[src/rtl/tsc_pkg.sv]
// Shared types and constants for the trap state stack controller.
// Assumes an 8-bit condition-code field, an 8-bit ASI and a 12-bit
// processor-state word.
package tsc_pkg;
    localparam int CCR_W = 8;
    localparam int ASI_W = 8;
    localparam int PST_W = 12;

    // Processor-state bits that survive in the saved word
    localparam logic [PST_W-1:0] PST_KEEP = 12'hF3F;
    localparam int PST_AG   = 0;
    localparam int PST_PRIV = 2;
    localparam int PST_PEF  = 4;
    localparam int PST_RED  = 5;

    // Bit position of the trap type inside the vector
    localparam int VEC_TT_LSB = 5;

    // Saved state word; field positions matter to software reading it back
    typedef struct packed {
        logic [CCR_W-1:0] ccr;   // [39:32]
        logic [ASI_W-1:0] asi;   // [31:24]
        logic [3:0]       rsvd;  // [23:20]
        logic [PST_W-1:0] pst;   // [19:8]
        logic [7:0]       win;   // [7:0]
    } state_word_t;

    typedef enum logic [1:0] {
        WIN_KEEP,
        WIN_CLEAN,
        WIN_SPILL,
        WIN_FILL
    } win_op_e;

    // Processor state forced on trap entry, optionally with RED
    function automatic logic [PST_W-1:0] entry_pstate(input logic red);
        logic [PST_W-1:0] p;
        p = '0;
        p[PST_AG]   = 1'b1;
        p[PST_PRIV] = 1'b1;
        p[PST_PEF]  = 1'b1;
        p[PST_RED]  = red;
        return p;
    endfunction
endpackage

[src/rtl/tsc_win_adjust.sv]
// Window pointer adjustment on trap entry.
// Classifies the trap type as a clean-window, spill or fill trap and
// computes the new window pointer.
// Assumes NWIN is a power of two, so wrap-around of a log2(NWIN)-bit
// value gives the required modulo arithmetic.
module tsc_win_adjust
    import tsc_pkg::*;
#(
    parameter int TT_W = 9,
    parameter int NWIN = 8
) (
    input  logic [TT_W-1:0]          tt,
    input  logic [$clog2(NWIN)-1:0]  cwp,
    input  logic [$clog2(NWIN)-1:0]  cansave,
    output logic [$clog2(NWIN)-1:0]  cwp_next,
    output win_op_e                  op
);
    localparam int CW = $clog2(NWIN);
    localparam logic [TT_W-1:0] CLEAN_TT  = TT_W'(9'h024);
    localparam logic [2:0]      SPILL_GRP = 3'b010;
    localparam logic [2:0]      FILL_GRP  = 3'b011;

    // Decode the trap type into a window operation
    always_comb begin
        if (tt == CLEAN_TT)                 op = WIN_CLEAN;
        else if (tt[TT_W-1 -: 3] == SPILL_GRP) op = WIN_SPILL;
        else if (tt[TT_W-1 -: 3] == FILL_GRP)  op = WIN_FILL;
        else                                op = WIN_KEEP;
    end

    // Apply the window arithmetic, wrapping modulo NWIN
    always_comb begin
        unique case (op)
            WIN_CLEAN: cwp_next = cwp - CW'(1);
            WIN_SPILL: cwp_next = cwp - cansave - CW'(2);
            WIN_FILL:  cwp_next = cwp + CW'(1);
            default:   cwp_next = cwp;
        endcase
    end
endmodule

[src/rtl/tsc_vector.sv]
// Trap vector former.
// Combines the upper base bits, a level flag and the trap type.
// Assumes the trap type sits at bit 5 and the level flag sits just
// above the trap type field.
module tsc_vector
    import tsc_pkg::*;
#(
    parameter int ADDR_W = 64,
    parameter int TT_W   = 9,
    parameter int TL_W   = 3
) (
    input  logic [ADDR_W-TT_W-VEC_TT_LSB-2:0] base_hi,
    input  logic [TT_W-1:0]                   tt,
    input  logic [TL_W-1:0]                   tl,
    output logic [ADDR_W-1:0]                 vec,
    output logic [ADDR_W-1:0]                 vec_plus4
);
    logic nested;

    // Level flag: set for traps taken above level 1
    assign nested = (tl > TL_W'(1));

    // Assemble the vector and its successor
    assign vec       = {base_hi, nested, tt, {VEC_TT_LSB{1'b0}}};
    assign vec_plus4 = vec + ADDR_W'(4);
endmodule

[src/rtl/tsc_stack.sv]
// Per-level save storage.
// Holds DEPTH slots of {state word, PC, next PC, trap type}, with one
// write port and one combinational read port.
// Assumes the index is at least as wide as needed for DEPTH-1. An
// out-of-range read index returns zeros.
module tsc_stack
    import tsc_pkg::*;
#(
    parameter int DEPTH  = 5,
    parameter int ADDR_W = 64,
    parameter int TT_W   = 9,
    parameter int IDX_W  = 3
) (
    input  logic              clk,
    input  logic              rst_n,
    input  logic              we,
    input  logic [IDX_W-1:0]  widx,
    input  state_word_t       w_word,
    input  logic [ADDR_W-1:0] w_pc,
    input  logic [ADDR_W-1:0] w_npc,
    input  logic [TT_W-1:0]   w_tt,
    input  logic [IDX_W-1:0]  ridx,
    output state_word_t       r_word,
    output logic [ADDR_W-1:0] r_pc,
    output logic [ADDR_W-1:0] r_npc,
    output logic [TT_W-1:0]   r_tt
);
    state_word_t       word_q [DEPTH];
    logic [ADDR_W-1:0] pc_q   [DEPTH];
    logic [ADDR_W-1:0] npc_q  [DEPTH];
    logic [TT_W-1:0]   tt_q   [DEPTH];

    for (genvar g = 0; g < DEPTH; g++) begin : g_slot
        // Capture one slot when it is the write target
        always_ff @(posedge clk) begin
            if (!rst_n) begin
                word_q[g] <= '0;
                pc_q[g]   <= '0;
                npc_q[g]  <= '0;
                tt_q[g]   <= '0;
            end else if (we && (widx == IDX_W'(g))) begin
                word_q[g] <= w_word;
                pc_q[g]   <= w_pc;
                npc_q[g]  <= w_npc;
                tt_q[g]   <= w_tt;
            end
        end
    end

    // Select the slot named by the read index
    always_comb begin
        r_word = '0;
        r_pc   = '0;
        r_npc  = '0;
        r_tt   = '0;
        for (int i = 0; i < DEPTH; i++) begin
            if (ridx == IDX_W'(i)) begin
                r_word = word_q[i];
                r_pc   = pc_q[i];
                r_npc  = npc_q[i];
                r_tt   = tt_q[i];
            end
        end
    end
endmodule

[src/rtl/trap_state_ctl.sv]
// Nested trap state stack controller (top).
// On an accepted trap it saves the packed state, PC, next PC and type in
// the slot for the current level, then jumps to the vector and raises the
// level. On a return it restores from the topmost slot, with retry or done
// semantics. A trap request wins over a return in the same cycle.
// All outputs are registered, one cycle after the request.
module trap_state_ctl
    import tsc_pkg::*;
#(
    parameter int ADDR_W = 64,
    parameter int TT_W   = 9,
    parameter int MAX_TL = 5,
    parameter int NWIN   = 8
) (
    input  logic                           clk,
    input  logic                           rst_n,
    input  logic                           trap_req,
    input  logic [TT_W-1:0]                trap_type,
    input  logic [CCR_W-1:0]               cur_ccr,
    input  logic [ASI_W-1:0]               cur_asi,
    input  logic [PST_W-1:0]               cur_pstate,
    input  logic [$clog2(NWIN)-1:0]        cur_cwp,
    input  logic [$clog2(NWIN)-1:0]        cur_cansave,
    input  logic [ADDR_W-1:0]              cur_pc,
    input  logic [ADDR_W-1:0]              cur_npc,
    input  logic [ADDR_W-TT_W-7:0]         vec_base_hi,
    input  logic                           ret_req,
    input  logic                           ret_retry,
    output logic [ADDR_W-1:0]              pc_out,
    output logic [ADDR_W-1:0]              npc_out,
    output logic [ADDR_W-1:0]              vector_out,
    output logic [$clog2(MAX_TL+1)-1:0]    trap_level,
    output logic [PST_W-1:0]               pstate_out,
    output logic [$clog2(NWIN)-1:0]        cwp_out,
    output logic [CCR_W-1:0]               ccr_out,
    output logic [ASI_W-1:0]               asi_out,
    output logic [TT_W-1:0]                top_tt,
    output logic                           error_state,
    output logic                           illegal_ret
);
    localparam int TL_W = $clog2(MAX_TL + 1);
    localparam int CW   = $clog2(NWIN);
    localparam logic [TL_W-1:0] TL_MAX  = TL_W'(MAX_TL);
    localparam logic [TL_W-1:0] TL_NEAR = TL_W'(MAX_TL - 1);

    // Architectural state registers
    logic [TL_W-1:0]   tl_q;
    logic              err_q, ill_q;
    logic [ADDR_W-1:0] pc_q, npc_q, vec_q;
    logic [PST_W-1:0]  pst_q;
    logic [CW-1:0]     cwp_q;
    logic [CCR_W-1:0]  ccr_q;
    logic [ASI_W-1:0]  asi_q;

    // Request qualification
    logic tl_at_max, take_trap, trap_blocked, do_ret, ret_ok;
    assign tl_at_max    = (tl_q == TL_MAX);
    assign take_trap    = trap_req && !err_q && !tl_at_max;
    assign trap_blocked = trap_req && !err_q && tl_at_max;
    assign do_ret       = ret_req && !trap_req;
    assign ret_ok       = do_ret && (tl_q != '0);

    // Pack the current architectural fields into a state word
    state_word_t save_word;
    always_comb begin
        save_word      = '0;
        save_word.ccr  = cur_ccr;
        save_word.asi  = cur_asi;
        save_word.pst  = cur_pstate & PST_KEEP;
        save_word.win  = 8'(cur_cwp);
    end

    // Window adjustment
    logic [CW-1:0] cwp_adj;
    win_op_e       win_op;
    tsc_win_adjust #(.TT_W(TT_W), .NWIN(NWIN)) u_win (
        .tt       (trap_type),
        .cwp      (cur_cwp),
        .cansave  (cur_cansave),
        .cwp_next (cwp_adj),
        .op       (win_op)
    );

    // Vector formation
    logic [ADDR_W-1:0] vec, vec_plus4;
    tsc_vector #(.ADDR_W(ADDR_W), .TT_W(TT_W), .TL_W(TL_W)) u_vec (
        .base_hi   (vec_base_hi),
        .tt        (trap_type),
        .tl        (tl_q),
        .vec       (vec),
        .vec_plus4 (vec_plus4)
    );

    // Save storage; the topmost occupied slot is tl-1
    state_word_t       rd_word;
    logic [ADDR_W-1:0] rd_pc, rd_npc;
    logic [TT_W-1:0]   rd_tt;
    logic [TL_W-1:0]   rd_idx;
    assign rd_idx = tl_q - TL_W'(1);

    tsc_stack #(.DEPTH(MAX_TL), .ADDR_W(ADDR_W), .TT_W(TT_W), .IDX_W(TL_W)) u_stack (
        .clk    (clk),
        .rst_n  (rst_n),
        .we     (take_trap),
        .widx   (tl_q),
        .w_word (save_word),
        .w_pc   (cur_pc),
        .w_npc  (cur_npc),
        .w_tt   (trap_type),
        .ridx   (rd_idx),
        .r_word (rd_word),
        .r_pc   (rd_pc),
        .r_npc  (rd_npc),
        .r_tt   (rd_tt)
    );

    // Sequence trap entry, error entry and trap return
    always_ff @(posedge clk) begin
        if (!rst_n) begin
            tl_q  <= '0;
            err_q <= 1'b0;
            ill_q <= 1'b0;
            pc_q  <= '0;
            npc_q <= '0;
            vec_q <= '0;
            pst_q <= '0;
            cwp_q <= '0;
            ccr_q <= '0;
            asi_q <= '0;
        end else begin
            ill_q <= 1'b0;
            if (take_trap) begin
                tl_q  <= tl_q + TL_W'(1);
                pc_q  <= vec;
                npc_q <= vec_plus4;
                vec_q <= vec;
                pst_q <= entry_pstate(tl_q == TL_NEAR);
                cwp_q <= cwp_adj;
                ccr_q <= cur_ccr;
                asi_q <= cur_asi;
            end else if (trap_blocked) begin
                err_q <= 1'b1;
            end else if (do_ret) begin
                if (ret_ok) begin
                    tl_q  <= tl_q - TL_W'(1);
                    pc_q  <= ret_retry ? rd_pc  : rd_npc;
                    npc_q <= ret_retry ? rd_npc : rd_npc + ADDR_W'(4);
                    pst_q <= rd_word.pst;
                    cwp_q <= rd_word.win[CW-1:0];
                    ccr_q <= rd_word.ccr;
                    asi_q <= rd_word.asi;
                end else begin
                    ill_q <= 1'b1;
                end
            end
        end
    end

    assign pc_out      = pc_q;
    assign npc_out     = npc_q;
    assign vector_out  = vec_q;
    assign trap_level  = tl_q;
    assign pstate_out  = pst_q;
    assign cwp_out     = cwp_q;
    assign ccr_out     = ccr_q;
    assign asi_out     = asi_q;
    assign error_state = err_q;
    assign illegal_ret = ill_q;
    assign top_tt      = (tl_q == '0) ? '0 : rd_tt;

    // ---------------- assertions ----------------
    assert_tl_bound_R6: assert property (@(posedge clk) disable iff (!rst_n)
        tl_q <= TL_MAX);

    assert_tl_inc_R6: assert property (@(posedge clk) disable iff (!rst_n)
        take_trap |=> tl_q == TL_W'($past(tl_q) + TL_W'(1)));

    assert_err_on_max_R6: assert property (@(posedge clk) disable iff (!rst_n)
        (trap_req && !err_q && tl_q == TL_MAX) |=> (err_q && $stable(tl_q) && $stable(pc_q)));

    assert_err_sticky_R6: assert property (@(posedge clk) disable iff (!rst_n)
        err_q |=> err_q);

    assert_entry_pst_R3: assert property (@(posedge clk) disable iff (!rst_n)
        take_trap |=> (pst_q[PST_PRIV] && pst_q[PST_PEF] && pst_q[PST_AG]));

    assert_entry_npc_R4: assert property (@(posedge clk) disable iff (!rst_n)
        take_trap |=> (npc_q == pc_q + ADDR_W'(4)) && (pc_q == vec_q));

    assert_ret_dec_R7: assert property (@(posedge clk) disable iff (!rst_n)
        ret_ok |=> tl_q == TL_W'($past(tl_q) - TL_W'(1)));

    assert_ret_illegal_R9: assert property (@(posedge clk) disable iff (!rst_n)
        (ret_req && !trap_req && tl_q == '0) |=> (ill_q && tl_q == '0 && $stable(pc_q)));

    assert_trap_wins_R10: assert property (@(posedge clk) disable iff (!rst_n)
        (trap_req && ret_req) |=> !ill_q);
endmodule

[config.mk]
export PLATFORM = sky130hd
export DESIGN_NAME = trap_state_ctl
export DESIGN_NICKNAME = d
export VERILOG_FILES = /design/src/rtl/tsc_pkg.sv /design/src/rtl/tsc_win_adjust.sv /design/src/rtl/tsc_vector.sv /design/src/rtl/tsc_stack.sv /design/src/rtl/trap_state_ctl.sv
export SDC_FILE = /design/constraint.sdc
export NUM_CORES = 2
export LEC_CHECK = 0
export BUFFER_PORTS_ARGS = -buffer_cell sky130_fd_sc_hd__clkbuf_2
export CAP_MARGIN = 10
export CELL_PAD_IN_SITES_DETAIL_PLACEMENT = 1
export CELL_PAD_IN_SITES_GLOBAL_PLACEMENT = 1
export CORE_MARGIN = 2
export CORE_UTILIZATION = 48
export DETAILED_ROUTE_END_ITERATION = 10
export GPL_ROUTABILITY_DRIVEN = 0
export GPL_TIMING_DRIVEN = 1
export PLACE_DENSITY = 0.77
export RECOVER_POWER = 25
export REMOVE_ABC_BUFFERS = 1
export SLEW_MARGIN = 20
export SYNTH_ARGS = -nofsm -noshare
export SYNTH_HDL_FRONTEND = slang
export SYNTH_SLANG_ARGS = --single-unit
[constraint.sdc]
create_clock -name clk -period 18.73 [get_ports clk]
set_clock_uncertainty 0.05 [all_clocks]
set_input_delay 0.9365 -clock clk [delete_from_list [all_inputs] [get_ports clk]]
set_output_delay 0.9365 -clock clk [all_outputs]
set_load 0.005 [all_outputs]
==> results.ini <==
[status]
outcome = finished, violations left
failed_checks = max-capacitance violations, max-slew violations

[die]
std_cell_rows = 114
start_util = 0.4839
fp.dieW_um = 316
die_y_um = 316
ios = 462
dieArea_mm2 = 0.09986
coreArea_mm2 = 0.09657

[power]
powerDensity_mw_per_mm2 = 113.7
p_total_mw = 6.101
ir_drop_uv = 80.49
power.leakage_nw = 19.84

[synthesis]
syn_inst = 4046
synthSimpleGateAreaFrac = 0.2012
avgSynthCellArea_um2 = 11.55
synth_top_family_by_area = simple AND/OR/NAND/NOR gates
seq_area_frac_synth = 0.6281
async_flop_share = 0
synth-edff-count = 830
synth_compound_area_frac = 0.1225
synth-seq-cells = 1051
synthXorXnorAreaFrac = 0.01101
synth_fa_ha_area_frac = 0.003374
synthFlopType = edfxtp_1
synth_warnings = 0
yosysUniqueCellTypes = 74
syn_area_mm2 = 0.04672
synth_mux_area_frac = 0.002142

[clock_network]
htreeDepth = 3
postCtsHoldBufs = 0
clockBufferDepth = 3
cts_tree = built
numClockSinks = 1051
cts_resized = 0
post-cts-setup-buffer-count = 0
numCtsBuffers = 113
clk_latency_ns = 0.70
cts_root_buffer = clkbuf_16
clkTransAtPathRegs_ns = 0.06

[critical_path]
path_common_cell = clkbuf_1
crit_chain = clkbuf_1 > clkbuf_1 > clkinvlp_2 > nor2_1 > buf_4 > and2_1
startpoint_type = input port
crit_type = in -> reg
slowest_stage = clkinvlp_2
cp.required_ns = 19.23
path_max_fanout = 75
max_stage_delay_ns = 3.56
crit_arrival_ns = 10.89
cp-end-kind = register

[sta]
relSlewSlack = -1.399
rsz0062_at_grt = false
finalWorstSetupSlack_ns = 8.342
timing.final.crit_share = 0.5546
post-route-min-period_ns = 10.39
hold_viol = 0
fin_setup_tns_ns = 0
setup_viol_count_final = 0
worstMarginPinSlew_ns = 3.590
slew_viol_final = 576
max_freq_ghz = 0.09626

[global_routing]
overflow = 0
grt_usage = 0.3102
grt_pass1_vias = 36325
grt_max_degree = 156
antenna_found_initial = 33
grt_pass1_wl_mm = 231.1

[route]
drc = 0
vias_per_cell = 6.115
drt_pass1_iterations = 5
first_iter_violations = 3267
dr_total_vias = 35071
drt-total-wl_mm = 156.8
detail-route-antenna-nets = 0
wire_per_inst_um = 27.33

[placement]
dp_hpwl_mm = 87.50
dp_slack_ns = 12.66
placedCellCount = 5501
io_buffer_count = 452

[final_layout]
syn_to_final_growth_pct = 14.85
fin_nets = 4577
final_cell_count_no_fill = 5735
final_util = 0.5557
drive_gt1_frac = 0.1338

[worst_hold_path]
hold_class = reg -> reg

[run]
drv_cap = 13

[logic make-up after synthesis]
group                      after synthesis
and+or+nand+nor                       1732
DFF                                   1051
AOI/OAI and AO/OA                      817
buffers and inverters                  366
xor gates and xnor gates                57
adders and majority gates               12
muxes                                   10
other                                    1
[through the flow]
step / hold slack, ns / area (um2)
finish: 0.4043 / 53670
global route: 0.4221 / 53650
CTS: 0.4063 / 53900
detailed placement: 0.3981 / 50000
global placement: 0.3911 / 49960
floorplan: 0.3982 / 45350
[cell usage after synthesis, types with 5 or more instances]
cell type / instances / area share
o221ai_1: 5 / 0.00094
buf_2: 46 / 0.0049
a211oi_1: 11 / 0.0018
nand3b_1: 23 / 0.0037
o311a_1: 31 / 0.0066
dfxtp_1: 221 / 0.095
a21boi_0: 32 / 0.0051
a311oi_1: 10 / 0.0019
nor3_1: 119 / 0.013
nor2b_1: 47 / 0.0063
nor4_1: 9 / 0.0012
a21oi_1: 169 / 0.018
inv_1: 21 / 0.0017
mux2i_1: 10 / 0.0021
o21ai_0: 130 / 0.014
and2_1: 829 / 0.11
a221oi_1: 202 / 0.038
o211ai_1: 26 / 0.0042
nand2_1: 341 / 0.027
buf_4: 10 / 0.0016
ha_1: 11 / 0.0029
nand4_1: 8 / 0.0011
and3_1: 16 / 0.0021
nor2_1: 201 / 0.016
buf_1: 29 / 0.0023
clkbuf_1: 258 / 0.021
nand2b_1: 13 / 0.0017
a22o_1: 50 / 0.0094
a31oi_1: 76 / 0.010
nand3_1: 90 / 0.0096
a221o_1: 18 / 0.0039
edfxtp_1: 830 / 0.53
o22ai_1: 33 / 0.0044
xor2_1: 14 / 0.0026
xnor2_1: 41 / 0.0077
[flip-flops by register name (all words and copies together), names as in the netlist]
| name | count |
|---|---|
| ccr_out | 8 |
| trap_level | 3 |
| npc_out | 64 |
| pc_out | 64 |
| cwp_out | 3 |
| vector_out | 59 |
| error_state | 1 |
| illegal_ret | 1 |
| u_stack.pc_q | 320 |
| u_stack.npc_q | 320 |
| u_stack.tt_q | 45 |
| asi_out | 8 |
| u_stack.word_q | 145 |
| pstate_out | 10 |
[worst max-delay path, delay by kind of cell]
family / cells / cell delay, ns
buffers and inverters: 4 / 6.69
AND/OR/NAND/NOR: 2 / 3.12
[per-layer routing]
metal / GRT usage / routed length (um)
met1: 0.4035 / 63020
met2: 0.5177 / 76370
met3: 0.05884 / 12130
met4: 0.1139 / 5069
met5: 0 / 182
[path summary, 6_finish.rpt]
path                  startpoint  cells after the start  slack, ns             endpoint
setup / recovery           rst_n                      6       8.34  u_stack.pc_q[3][53]
hold / removal    vector_out[22]                      2       0.40       vector_out[22]
setup reg to reg   trap_level[1]                     13      11.84          npc_out[46]
hold reg to reg   vector_out[22]                      2       0.40       vector_out[22]
[layout by cell type (no fill, tap or decap), types with 9 or more instances in the layout]
master	instances
mux2i_1	10
dfxtp_1	221
a221o_1	18
o311a_1	31
nand3b_1	23
nand2b_1	12
xor2_1	14
clkinv_2	21
clkbuf_1	163
a211oi_1	11
nand3_1	90
o211ai_1	26
a221oi_1	202
buf_4	59
and2_1	714
a21boi_0	32
clkbuf_16	119
nor3_1	117
edfxtp_1	830
bufinv_16	13
inv_1	21
a31oi_1	76
nor2_1	200
clkbuf_8	17
o21ai_0	129
nor4_1	9
and2_0	110
and3_1	16
xnor2_1	41
o22ai_1	33
nor2b_1	46
ha_1	9
nand2_1	338
clkbuf_2	313
a21oi_1	168
a22o_1	50
a311oi_1	10
clkinv_1	12
diode_2	20
[layout make-up]
cell class / count / area, um2
Inverter: 22 / 83.83
Timing Repair Buffer: 517 / 2610
Multi-Input combinational cell: 2635 / 16070
Sequential cell: 1051 / 29350
Tap cell: 1276 / 1597
Clock inverter: 54 / 604.3
Antenna cell: 20 / 50.05
Fill cell: 10098 / 42900
Clock buffer: 160 / 3302
[power by group]
part | internal (mW) | switching (mW) | total, mW
clock | 1.40 | 0.950 | 2.35
sequential | 2.73 | 0.0691 | 2.80
combinational | 0.262 | 0.691 | 0.953
total | 4.39 | 1.71 | 6.10
Power figures use the tool's default switching activity.
